===== src/rtl/ctlreg_pkg.sv =====
// Shared bit positions for the two control registers.
package ctlreg_pkg;
    // Secure-state register bit positions
    localparam int SEC_SMD_B = 7;
    localparam int SEC_HCE_B = 8;
    // Hypervisor register bit positions
    localparam int HYP_VM_B  = 0;
    localparam int HYP_PTW_B = 2;
    localparam int HYP_DC_B  = 12;
    localparam int HYP_TSC_B = 19;
    localparam int HYP_HCD_B = 29;
endpackage


===== src/rtl/ctlreg_mask_gen.sv =====
// Builds the writable-bit masks of both registers from the static feature inputs.
// Assumes the feature inputs change only while no write is in flight.
module ctlreg_mask_gen
    import ctlreg_pkg::*;
#(
    parameter int SEC_W = 32,
    parameter int HYP_W = 64,
    parameter logic [SEC_W-1:0] SEC_IMPL = '1,
    parameter logic [HYP_W-1:0] HYP_IMPL = '1
) (
    input  logic             hyp_present,
    input  logic             sec_present,
    input  logic             legacy32,
    output logic [SEC_W-1:0] sec_mask,
    output logic [HYP_W-1:0] hyp_mask
);
    // Secure mask: remove the call-enable bit, and on the legacy architecture also the call-disable bit
    always_comb begin
        sec_mask = SEC_IMPL;
        if (!hyp_present) begin
            sec_mask[SEC_HCE_B] = 1'b0;
            if (legacy32) sec_mask[SEC_SMD_B] = 1'b0;
        end
    end

    // Hypervisor mask: the secure level decides which of the two trap bits is writable
    always_comb begin
        hyp_mask = HYP_IMPL;
        if (sec_present) hyp_mask[HYP_HCD_B] = 1'b0;
        else             hyp_mask[HYP_TSC_B] = 1'b0;
    end
endmodule


===== src/rtl/ctlreg_hold.sv =====
// One filtered control register: it stores write data ANDed with a mask.
// It also exports the filtered next value so that other logic can compare it.
module ctlreg_hold #(
    parameter int W = 32
) (
    input  logic         clk,
    input  logic         rst_n,
    input  logic         wr_en,
    input  logic [W-1:0] wr_data,
    input  logic [W-1:0] mask,
    output logic [W-1:0] filt,
    output logic [W-1:0] q
);
    // Filter the incoming write
    always_comb filt = wr_data & mask;

    // Store on write, clear on reset
    always_ff @(posedge clk) begin
        if (!rst_n)     q <= '0;
        else if (wr_en) q <= filt;
    end
endmodule


===== src/rtl/ctlreg_flush.sv =====
// Registered change detector: it pulses for one cycle when a write toggles any watched bit.
// Assumes old_q is the value held before the write and new_v the filtered value being written.
module ctlreg_flush #(
    parameter int W = 64,
    parameter logic [W-1:0] WATCH = '1
) (
    input  logic         clk,
    input  logic         rst_n,
    input  logic         wr_en,
    input  logic [W-1:0] old_q,
    input  logic [W-1:0] new_v,
    output logic         pulse
);
    logic [W-1:0] diff;

    // Bits that the write would toggle, restricted to the watched set
    always_comb diff = (old_q ^ new_v) & WATCH;

    // Register the pulse so it appears together with the new stored value
    always_ff @(posedge clk) begin
        if (!rst_n) pulse <= 1'b0;
        else        pulse <= wr_en && (|diff);
    end
endmodule


===== src/rtl/ctlreg_filter.sv =====
// Top: two privileged control registers with feature-dependent write masking
// and a translation-flush pulse on hypervisor writes that change a watched bit.
// Assumes the cfg_* inputs are static during operation.
module ctlreg_filter
    import ctlreg_pkg::*;
#(
    parameter int SEC_W = 32,
    parameter int HYP_W = 64,
    parameter logic [SEC_W-1:0] SEC_IMPL_MASK = SEC_W'(32'h0000_3FFF),
    parameter logic [HYP_W-1:0] HYP_IMPL_MASK = HYP_W'(64'h0000_0003_FFFF_FFFF)
) (
    input  logic             clk,
    input  logic             rst_n,
    input  logic             cfg_hyp_present,
    input  logic             cfg_sec_present,
    input  logic             cfg_legacy32,
    input  logic             sec_wr_en,
    input  logic [SEC_W-1:0] sec_wr_data,
    input  logic             hyp_wr_en,
    input  logic [HYP_W-1:0] hyp_wr_data,
    output logic [SEC_W-1:0] sec_cfg_q,
    output logic [HYP_W-1:0] hyp_cfg_q,
    output logic             xlat_flush
);
    localparam logic [HYP_W-1:0] HYP_WATCH =
        (HYP_W'(1) << HYP_VM_B) | (HYP_W'(1) << HYP_PTW_B) | (HYP_W'(1) << HYP_DC_B);

    logic [SEC_W-1:0] sec_mask, sec_filt;
    logic [HYP_W-1:0] hyp_mask, hyp_filt;

    ctlreg_mask_gen #(
        .SEC_W(SEC_W), .HYP_W(HYP_W),
        .SEC_IMPL(SEC_IMPL_MASK), .HYP_IMPL(HYP_IMPL_MASK)
    ) u_mask (
        .hyp_present(cfg_hyp_present),
        .sec_present(cfg_sec_present),
        .legacy32   (cfg_legacy32),
        .sec_mask   (sec_mask),
        .hyp_mask   (hyp_mask)
    );

    ctlreg_hold #(.W(SEC_W)) u_sec (
        .clk(clk), .rst_n(rst_n), .wr_en(sec_wr_en), .wr_data(sec_wr_data),
        .mask(sec_mask), .filt(sec_filt), .q(sec_cfg_q)
    );

    ctlreg_hold #(.W(HYP_W)) u_hyp (
        .clk(clk), .rst_n(rst_n), .wr_en(hyp_wr_en), .wr_data(hyp_wr_data),
        .mask(hyp_mask), .filt(hyp_filt), .q(hyp_cfg_q)
    );

    ctlreg_flush #(.W(HYP_W), .WATCH(HYP_WATCH)) u_flush (
        .clk(clk), .rst_n(rst_n), .wr_en(hyp_wr_en),
        .old_q(hyp_cfg_q), .new_v(hyp_filt), .pulse(xlat_flush)
    );

    // The secure register has no change detector, so its filtered value is not used
    logic unused_sec_filt;
    always_comb unused_sec_filt = ^sec_filt;
endmodule


===== config.mk =====
export PLATFORM = sky130hd
export DESIGN_NAME = ctlreg_filter
export DESIGN_NICKNAME = d
export VERILOG_FILES = /design/src/rtl/ctlreg_pkg.sv /design/src/rtl/ctlreg_mask_gen.sv /design/src/rtl/ctlreg_hold.sv /design/src/rtl/ctlreg_flush.sv /design/src/rtl/ctlreg_filter.sv
export SDC_FILE = /design/constraint.sdc
export NUM_CORES = 1
export LEC_CHECK = 0
export BUFFER_PORTS_ARGS = -buffer_cell sky130_fd_sc_hd__clkbuf_2
export CAP_MARGIN = 20
export CORE_MARGIN = 5
export CORE_UTILIZATION = 34
export DETAILED_ROUTE_END_ITERATION = 7
export PLACE_DENSITY = 0.83
export SETUP_SLACK_MARGIN = 0.4
export SKIP_LAST_GASP = 1
export SYNTH_ARGS = -nofsm -noshare
export SYNTH_HDL_FRONTEND = slang
export SYNTH_SLANG_ARGS = --single-unit

===== constraint.sdc =====
create_clock -name clk -period 0.8 [get_ports clk]
set_input_delay 0.04 -clock clk [delete_from_list [all_inputs] [get_ports clk]]
set_output_delay 0.04 -clock clk [all_outputs]
set_load 0.01 [all_outputs]

==> flow_summary_export.csv, run 1 <==
group,metric,value,unit
timing,skew,0.000217,ns
pwr,switching_share,24.2,%
min_path,worstHoldPathType,"primary input to flip-flop",
clock_network,cts_tree,"done",
critical_path,critPathMaxStageDelay,0.36,ns
pwr,internal_power,0.00424,W
placement,gp_congestion,0.694,
floorplan,start_util,34.5,%
floorplan,num_rows,30,
floorplan,num_io_pins,200,
logic_synthesis,synth_area_per_cell,10.7,um2
timing,setup-violations-final,1,
cells_and_area,fin_nets,430,
critical_path,crit_arrival,0.77,ns
timing,fin_hold_ws,-0.00970,ns
critical_path,cp-start-kind,"flip-flop",
critical_path,path_buf_inv,1,
detailed_routing,ant_nets,0,
cells_and_area,stdcell_count,408,
timing,grt_setup_unrepaired,"true",
critical_path,crit_fanout,3,
critical_path,crit_start,"u_hyp.q[2]",
placement,hpwl,3.66,mm
grt,grt_pass1_vias,1584,
grt,overflow,0,
placement,dpl.cell_count,393,
pwr,power.density,1700,mW/mm2
pwr,power_switching,0.00136,W
timing,hold_violations,2,
timing,fmax,1240,MHz
cells_and_area,most-common-layout-cells,"54 x clkbuf_2, 54 x buf_6, 49 x dfxtp_2",
floorplan,die_h,92.3,um
cells_and_area,diodes,0,
clock_network,clockBufferDepth,2,
clock_network,cts-root-buf,"clkbuf_8",
clock_network,clock_latency,0.29,ns
pwr,ir_drop,0.683,mV
placement,dp_slack,-0.00525,ns
cells_and_area,multiInputGateArea,0.00105,mm2
detailed_routing,drtIter0Drc,30,
status,violations,"negative hold slack, negative setup slack",
critical_path,crit_path_top_delay_cell,"dfxtp_2",
logic_synthesis,synth.distinct_cells,19,
cells_and_area,drive_above_1_share,54.6,%
critical_path,cp_cell_sequence,"buf_6",
logic_synthesis,syn_area,0.00230,mm2
clock_network,path_clk_slew,0.09,ns
clock_network,cts_made_buffers,5,
cells_and_area,syn_to_final_growth,43.1,%
critical_path,r2r_start,"u_hyp.q[29]",
critical_path,crit_family,"flip-flops",
floorplan,core_area,0.00668,mm2
pwr,seqPwrFrac,48.5,%
status,outcome,"finished with violations",
pwr,leakage,1.64,nW
detailed_routing,post_drt_wl_per_cell,12.5,um
floorplan,dieArea,0.00852,mm2
detailed_routing,via_per_inst,4.08,
critical_path,criticalPathCategory,"flip-flop to output pin",
cells_and_area,seqCellArea,0.00104,mm2
logic_synthesis,ys_seq_area_share,42.6,%
detailed_routing,totalWireLength,5.09,mm
cells_and_area,n_fill_cell,621,
min_path,hp-start,"sec_wr_data[7]",
placement,port_buffers,103,
timing,drv_slew,0,
grt,antenna_found_initial,0,
pwr,pwr-share-clk,32.1,%
pwr,comb_power_share,19.4,%
grt,grt.total_usage,10.2,%
detailed_routing,drc,0,
timing,period_share,101,%
timing,finalWorstSetupSlack,-0.00628,ns
logic_synthesis,ys_ff_latch,49,
detailed_routing,firstDrtPassIters,2,
detailed_routing,route.vias.total,1664,
timing,finalSetupTns,-0.00628,ns
floorplan,die_w,92.3,um
timing,period_minus_slack,0.806,ns
clock_network,cts_num_sinks,49,
logic_synthesis,synth_warnings,0,
logic_synthesis,synth_cells,216,
grt,grt_pass1_wl,7.10,mm
clock_network,htree_levels,2,
grt,grt_max_degree,27,
job,cap_viol_max_count,0,
critical_path,cp_data_required_time,0.76,ns
critical_path,cp-end-kind,"output pin",
## what timing repair did
action / CTS / global route
pin swaps: 3 / 2
setup endpoints to repair: 98 / 98
buffers inserted: 3 / 4
resized for setup: 33 / 101
endpoints found under the hold margin: 23 / 7
## cell families after synthesis
logic type,count (synthesis),share of synthesized area (%)
compound gates,5,1.79
xor+xnor,3,1.14
buf+inv,60,20.8
flops,49,42.6
mux,44,19.1
other cells,1,0.163
simple gates,54,14.4
## power by group through the flow
stage               clock, W  sequential [W]  combinational [W]
floorplan                  0         0.00279           0.000658
global placement           0         0.00272           0.000848
global route         0.00199         0.00274            0.00118
CTS                  0.00189         0.00268           0.000903
detailed placement         0         0.00272           0.000866
finish               0.00180         0.00271            0.00109
## final timing paths
kind | to | slack [ns] | cells past startpoint
max | hyp_cfg_q[2] | -0.006 | 1
min | u_sec.q[7] | -0.01 | 3
max reg2reg | u_hyp.q[29] | 0.01 | 4
min reg2reg | u_hyp.q[19] | 0.48 | 2
## cell type report
class / count / area share (%)
Timing Repair Buffer: 116 / 29.8
Clock inverter: 1 / 0.911
Tap cell: 80 / 3.04
Multi-Input combinational cell: 154 / 31.9
Clock buffer: 7 / 2.62
Inverter: 1 / 0.114
Sequential cell: 49 / 31.6
## routing by layer
| layer | wire (um) | GRT usage, % |
|---|---|---|
| met2 | 2720 | 17.9 |
| met1 | 1850 | 10.9 |
| met4 | 46 | 2.97 |
| met5 | 0 | 0 |
| met3 | 467 | 4.71 |
## sequential cells by signal, indices dropped and copies added (netlist names)
| name | flops |
|---|---|
| u_sec.q | 14 |
| u_flush.pulse | 1 |
| u_hyp.q | 34 |
## synth_stat cells
library cell	n	area (um2)
dfxtp_1	49	981
buf_4	48	360
mux2i_1	44	440
nor2b_1	44	275
nand2b_1	4	25.0
a21boi_1	3	22.5
buf_12	3	60.1
buf_6	3	33.8
clkbuf_1	3	11.3
nand3_1	3	15.0
xnor2_1	3	26.3
buf_2	2	10.0
a31oi_1	1	6.26
and2_1	1	6.26
conb_1	1	3.75
inv_1	1	3.75
nand2_1	1	3.75
nand2_2	1	6.26
o22ai_2	1	12.5
## through the flow
step	hold WS, ns	utilization [%]	total power (W)	area, um2
2_1_floorplan	0.196	-	0.00345	2540
3_3_place_gp	0.295	41.0	0.00357	2740
5_1_grt	-0.0311	49.3	0.00590	3300
4_1_cts	-0.0269	44.1	0.00548	2950
3_5_place_dp	0.293	41.0	0.00359	2740
6_report	-0.00970	49.3	0.00560	3300
No activity file was read; power rests on OpenSTA's default activity.
==> run 2, diff against run 1 <==
--- a/config.mk
+++ b/config.mk
@@ -12,6 +12,7 @@
 export DETAILED_ROUTE_END_ITERATION = 7
 export PLACE_DENSITY = 0.83
 export SETUP_SLACK_MARGIN = 0.4
+export SKIP_CTS_REPAIR_TIMING = 1
 export SKIP_LAST_GASP = 1
 export SYNTH_ARGS = -nofsm -noshare
 export SYNTH_HDL_FRONTEND = slang
==> run 2 against run 1 <==
Net effect: the flow still finishes with violations (negative hold slack, negative setup slack); worst setup slack lost 0.0021 ns; largest power group unchanged; total power shrank 0.54%; sequential power is essentially flat; final area shrank 1.3%; first-iteration DRC count shrank 20%; critical endpoint is now u_flush.pulse; final cell count shrank 0.49%; hold slack is essentially flat; clock power is essentially flat; wire length shrank 2.2%.
==> flow_summary_export.csv, run 2 (synthesis results as in run 1) <==
group,metric,value,unit
detailed_routing,ant_nets,0,
detailed_routing,totalWireLength,4.98,mm
placement,dp_slack,-0.00525,ns
timing,finalSetupTns,-0.00842,ns
critical_path,cp-end-kind,"flip-flop",
grt,busiest_layer,"met2",
grt,grt_pass1_vias,1547,
floorplan,core_area,0.00668,mm2
detailed_routing,via_per_inst,4.07,
clock_network,clockBufferDepth,2,
timing,skew,0.00169,ns
critical_path,worstRegToRegCells,3,
clock_network,cts_tree,"done",
detailed_routing,drtIter0Drc,24,
cells_and_area,n_fill_cell,624,
timing,finalWorstSetupSlack,-0.00842,ns
status,outcome,"finished with violations",
cells_and_area,syn_to_final_growth,41.3,%
floorplan,die_w,92.3,um
grt,antenna_found_initial,0,
clock_network,htree_levels,2,
critical_path,reg2reg_slack,-0.008,ns
clock_network,cts-root-buf,"clkbuf_8",
floorplan,dieArea,0.00852,mm2
grt,grt_pass1_wl,6.93,mm
clock_network,cts_made_buffers,5,
cells_and_area,final_common_cell,"clkbuf_2",
critical_path,crit_start,"u_hyp.q[12]",
critical_path,r2r_end,"u_flush.pulse",
critical_path,r2r_start,"u_hyp.q[12]",
min_path,hp-start,"sec_wr_data[7]",
clock_network,cts_num_sinks,49,
min_path,whs_endpoint,"u_sec.q[7]",
critical_path,cp_data_required_time,0.98,ns
placement,port_buffers,103,
clock_network,path_clk_slew,0.09,ns
critical_path,cp-start-kind,"flip-flop",
grt,grt_util_met1,10.7,%
cells_and_area,seqCellArea,0.00104,mm2
cells_and_area,largest_reg_flops,34,
detailed_routing,post_drt_wl_per_cell,12.3,um
cells_and_area,drive_above_1_share,54.0,%
timing,setup-violations-final,1,
cells_and_area,most-common-layout-cells,"54 x clkbuf_2, 51 x buf_6, 49 x dfxtp_2",
placement,gp_congestion,0.694,
critical_path,crit_arrival,0.99,ns
job,cap_viol_max_count,0,
timing,fmax,1240,MHz
detailed_routing,route.vias.total,1652,
timing,grt_setup_unrepaired,"true",
grt,grt_util_met3,4.71,%
min_path,hold-path-cell-count,3,
cells_and_area,fin_nets,428,
cells_and_area,diodes,0,
pwr,leakage,1.62,nW
grt,overflow,0,
timing,drv_slew,0,
floorplan,die_h,92.3,um
detailed_routing,drc,0,
floorplan,num_rows,30,
timing,hold_violations,3,
min_path,worstHoldPathType,"primary input to flip-flop",
timing,fin_hold_ws,-0.00980,ns
grt,grt_max_degree,27,
critical_path,crit_fanout,3,
cells_and_area,top_register,"u_hyp.q",
placement,hpwl,3.66,mm
grt,grt.total_usage,9.98,%
cells_and_area,stdcell_count,406,
clock_network,clock_latency,0.29,ns
pwr,power.density,1710,mW/mm2
timing,period_share,101,%
placement,dpl.cell_count,393,
pwr,ir_drop,0.674,mV
cells_and_area,top_regs,"u_hyp.q x34, u_sec.q x14, u_flush.pulse x1",
cells_and_area,postLayoutCoreUtil,48.7,%
floorplan,start_util,34.5,%
cells_and_area,multiInputGateArea,0.00104,mm2
status,violations,"negative hold slack, negative setup slack",
floorplan,num_io_pins,200,
detailed_routing,firstDrtPassIters,2,
critical_path,criticalPathCategory,"flip-flop to flip-flop",
timing,period_minus_slack,0.808,ns
grt,grt_use_met2,17.3,%
-- run 2: worst max path at each step --
stage          slack [ns]       endpoint
3_3_place_gp         0.03    u_hyp.q[11]
3_5_place_dp       -0.005     u_hyp.q[7]
4_1_cts             -0.05   hyp_cfg_q[0]
6_report           -0.008  u_flush.pulse
2_1_floorplan        0.13    u_hyp.q[29]
5_1_grt             -0.05   hyp_cfg_q[0]
-- run 2: power by group --
| part | internal [W] | switching, W |
|---|---|---|
| Clock | 0.00102 | 0.000773 |
| Sequential | 0.00261 | 0.000105 |
| Combinational | 0.000595 | 0.000465 |
| Total | 0.00422 | 0.00134 |
-- run 2: routing by layer --
| layer | vias to the layer above | share of wire, % |
|---|---|---|
| met5 | - | 0 |
| met4 | 0 | 0.92 |
| met3 | 5 | 9.6 |
| met2 | 76 | 54 |
| met1 | 757 | 36 |
| li1 | 814 | - |
-- run 2: cell type report --
class	instances	share of cell area, %
tap	80	3.08
multi-input combinational	154	32.0
timing repair buffer	114	29.2
clock buffer	7	2.65
inverter	1	0.115
sequential	49	32.0
clock inverter	1	0.923
-- run 2: worst max-delay path, cell delays in order, from the launching register on --
cell	delay [ns]
dfxtp_2	0.34
buf_4	0.13
xnor2_2	0.14
a31oi_1	0.09
-- run 2: metrics by stage --
stage	area, um2	total power [W]
6_report	3250	0.00557
5_1_grt	3250	0.00588
4_1_cts	2850	0.00543
3_5_place_dp	2740	0.00359
3_3_place_gp	2740	0.00357
2_1_floorplan	2540	0.00345
==> run 3, diff against run 2 <==
--- a/config.mk
+++ b/config.mk
@@ -11,6 +11,7 @@
 export CORE_UTILIZATION = 34
 export DETAILED_ROUTE_END_ITERATION = 7
 export PLACE_DENSITY = 0.83
+export RECOVER_POWER = 50
 export SETUP_SLACK_MARGIN = 0.4
 export SKIP_CTS_REPAIR_TIMING = 1
 export SKIP_LAST_GASP = 1
==> run 3 against run 2 <==
Net effect: the run still ends with negative hold slack, negative setup slack left; sequential power about the same; first-iteration DRC count unchanged; total power about the same; combinational power about the same; critical path type unchanged; critical endpoint unchanged; highest routed layer unchanged.
==> flow_summary_export.csv, run 3 (synthesis results as in run 1) <==
group,metric,value,unit
pwr,leakage,1.62,nW
cells_and_area,fin_nets,428,
pwr,comb_power_share,19.0,%
cells_and_area,n_fill_cell,624,
critical_path,cp_data_required_time,0.98,ns
min_path,hold-path-cell-count,3,
status,outcome,"finished with violations",
floorplan,start_util,34.5,%
clock_network,cts-root-buf,"clkbuf_8",
pwr,pwr-share-clk,32.2,%
cells_and_area,top_register,"u_hyp.q",
timing,fin_hold_ws,-0.00980,ns
grt,grt.total_usage,9.98,%
cells_and_area,final_area,0.00325,mm2
critical_path,criticalPathCategory,"flip-flop to flip-flop",
cells_and_area,postLayoutCoreUtil,48.7,%
placement,placedInstanceArea,0.00274,mm2
timing,period_minus_slack,0.808,ns
pwr,power_switching,0.00134,W
floorplan,dieArea,0.00852,mm2
floorplan,die_w,92.3,um
cells_and_area,drive_above_1_share,53.7,%
cells_and_area,multiInputGateArea,0.00104,mm2
floorplan,core_area,0.00668,mm2
critical_path,cp-end-kind,"flip-flop",
grt,grt_pass1_vias,1547,
timing,drv_slew,0,
grt,overflow,0,
pwr,power.density,1710,mW/mm2
clock_network,clockBufferDepth,2,
critical_path,cp-start-kind,"flip-flop",
grt,grt_max_degree,27,
min_path,worstHoldPathType,"primary input to flip-flop",
floorplan,die_h,92.3,um
grt,grt_pass1_wl,6.93,mm
pwr,switching_share,24.1,%
detailed_routing,drc,0,
detailed_routing,drtIter0Drc,24,
min_path,hp-start,"sec_wr_data[7]",
cells_and_area,diodes,0,
job,cap_viol_max_count,0,
pwr,internal_power,0.00422,W
clock_network,cts_num_sinks,49,
cells_and_area,final_common_cell,"clkbuf_2",
cells_and_area,most-common-layout-cells,"54 x clkbuf_2, 51 x buf_6, 48 x conb_1, 48 x dfxtp_2",
placement,hpwl,3.66,mm
clock_network,cts_made_buffers,5,
critical_path,crit_arrival,0.99,ns
critical_path,r2r_end,"u_flush.pulse",
pwr,ir_drop,0.674,mV
critical_path,r2r_start,"u_hyp.q[12]",
floorplan,num_rows,30,
timing,finalWorstSetupSlack,-0.00842,ns
placement,port_buffers,103,
grt,antenna_found_initial,0,
timing,fmax,1240,MHz
cells_and_area,syn_to_final_growth,41.2,%
timing,setup-violations-final,1,
critical_path,crit_fanout,3,
cells_and_area,top_regs,"u_hyp.q x34, u_sec.q x14, u_flush.pulse x1",
timing,skew,0.00169,ns
detailed_routing,ant_nets,0,
cells_and_area,seqCellArea,0.00104,mm2
critical_path,reg2reg_slack,-0.008,ns
cells_and_area,largest_reg_flops,34,
clock_network,cts_tree,"done",
timing,period_share,101,%
critical_path,worstRegToRegCells,3,
timing,hold_violations,2,
floorplan,num_io_pins,200,
detailed_routing,firstDrtPassIters,2,
clock_network,htree_levels,2,
placement,gp_congestion,0.694,
detailed_routing,via_per_inst,4.07,
timing,grt_setup_unrepaired,"true",
detailed_routing,post_drt_wl_per_cell,12.3,um
status,violations,"negative hold slack, negative setup slack",
clock_network,path_clk_slew,0.09,ns
min_path,whs_endpoint,"u_sec.q[7]",
pwr,seqPwrFrac,48.8,%
detailed_routing,route.vias.total,1652,
detailed_routing,totalWireLength,4.98,mm
clock_network,clock_latency,0.29,ns
==> run 3: critical path, stage by stage (launching register included) <==
cell and delay (ns):
dfxtp_2 0.34, buf_4 0.13, xnor2_2 0.14, a31oi_1 0.09
==> run 3: per-stage QoR <==
step	hold slack, ns	TNS (ns)	setup WS, ns	power (W)	cells
3_5_place_dp	0.293	-0.00895	-0.00525	0.00359	393
6_report	-0.00980	-0.00842	-0.00842	0.00557	406
2_1_floorplan	0.196	0	0.126	0.00345	263
3_3_place_gp	0.295	0	0.0260	0.00357	393
4_1_cts	-0.0269	-1.05	-0.0530	0.00543	401
5_1_grt	-0.0311	-1.06	-0.0523	0.00588	406
==> run 3: area by class of cell <==
type / instances / area share, %
well taps: 80 / 3.08
multi-input cells: 154 / 32.0
clock inverters: 1 / 0.923
inverters: 1 / 0.115
flip-flops and latches: 49 / 32.0
repair buffers: 114 / 29.2
clock buffers: 7 / 2.65
==> run 3: routing by layer <==
metal	up-vias	track usage [%]	routed length, um
met5	-	0	0
met4	0	2.97	46
met3	5	4.71	480
met2	76	17.3	2670
met1	757	10.7	1780
li1	814	-	-
==> run 3: power groups by stage <==
stage	logic [W]	clock network [W]	registers, W
finish	0.00106	0.00179	0.00271
global route	0.00115	0.00199	0.00274
CTS	0.000867	0.00189	0.00267
detailed placement	0.000866	0	0.00272
global placement	0.000848	0	0.00272
floorplan	0.000658	0	0.00279
==> run 3: worst max-delay path by stage <==
stage,start,end,depth (start not counted),slack [ns]
floorplan,u_hyp.q[29],u_hyp.q[29],3,0.13
global placement,hyp_wr_en,u_hyp.q[11],4,0.03
detailed placement,hyp_wr_en,u_hyp.q[7],4,-0.005
CTS,u_hyp.q[0],hyp_cfg_q[0],1,-0.05
global route,u_hyp.q[0],hyp_cfg_q[0],1,-0.05
finish,u_hyp.q[12],u_flush.pulse,3,-0.008
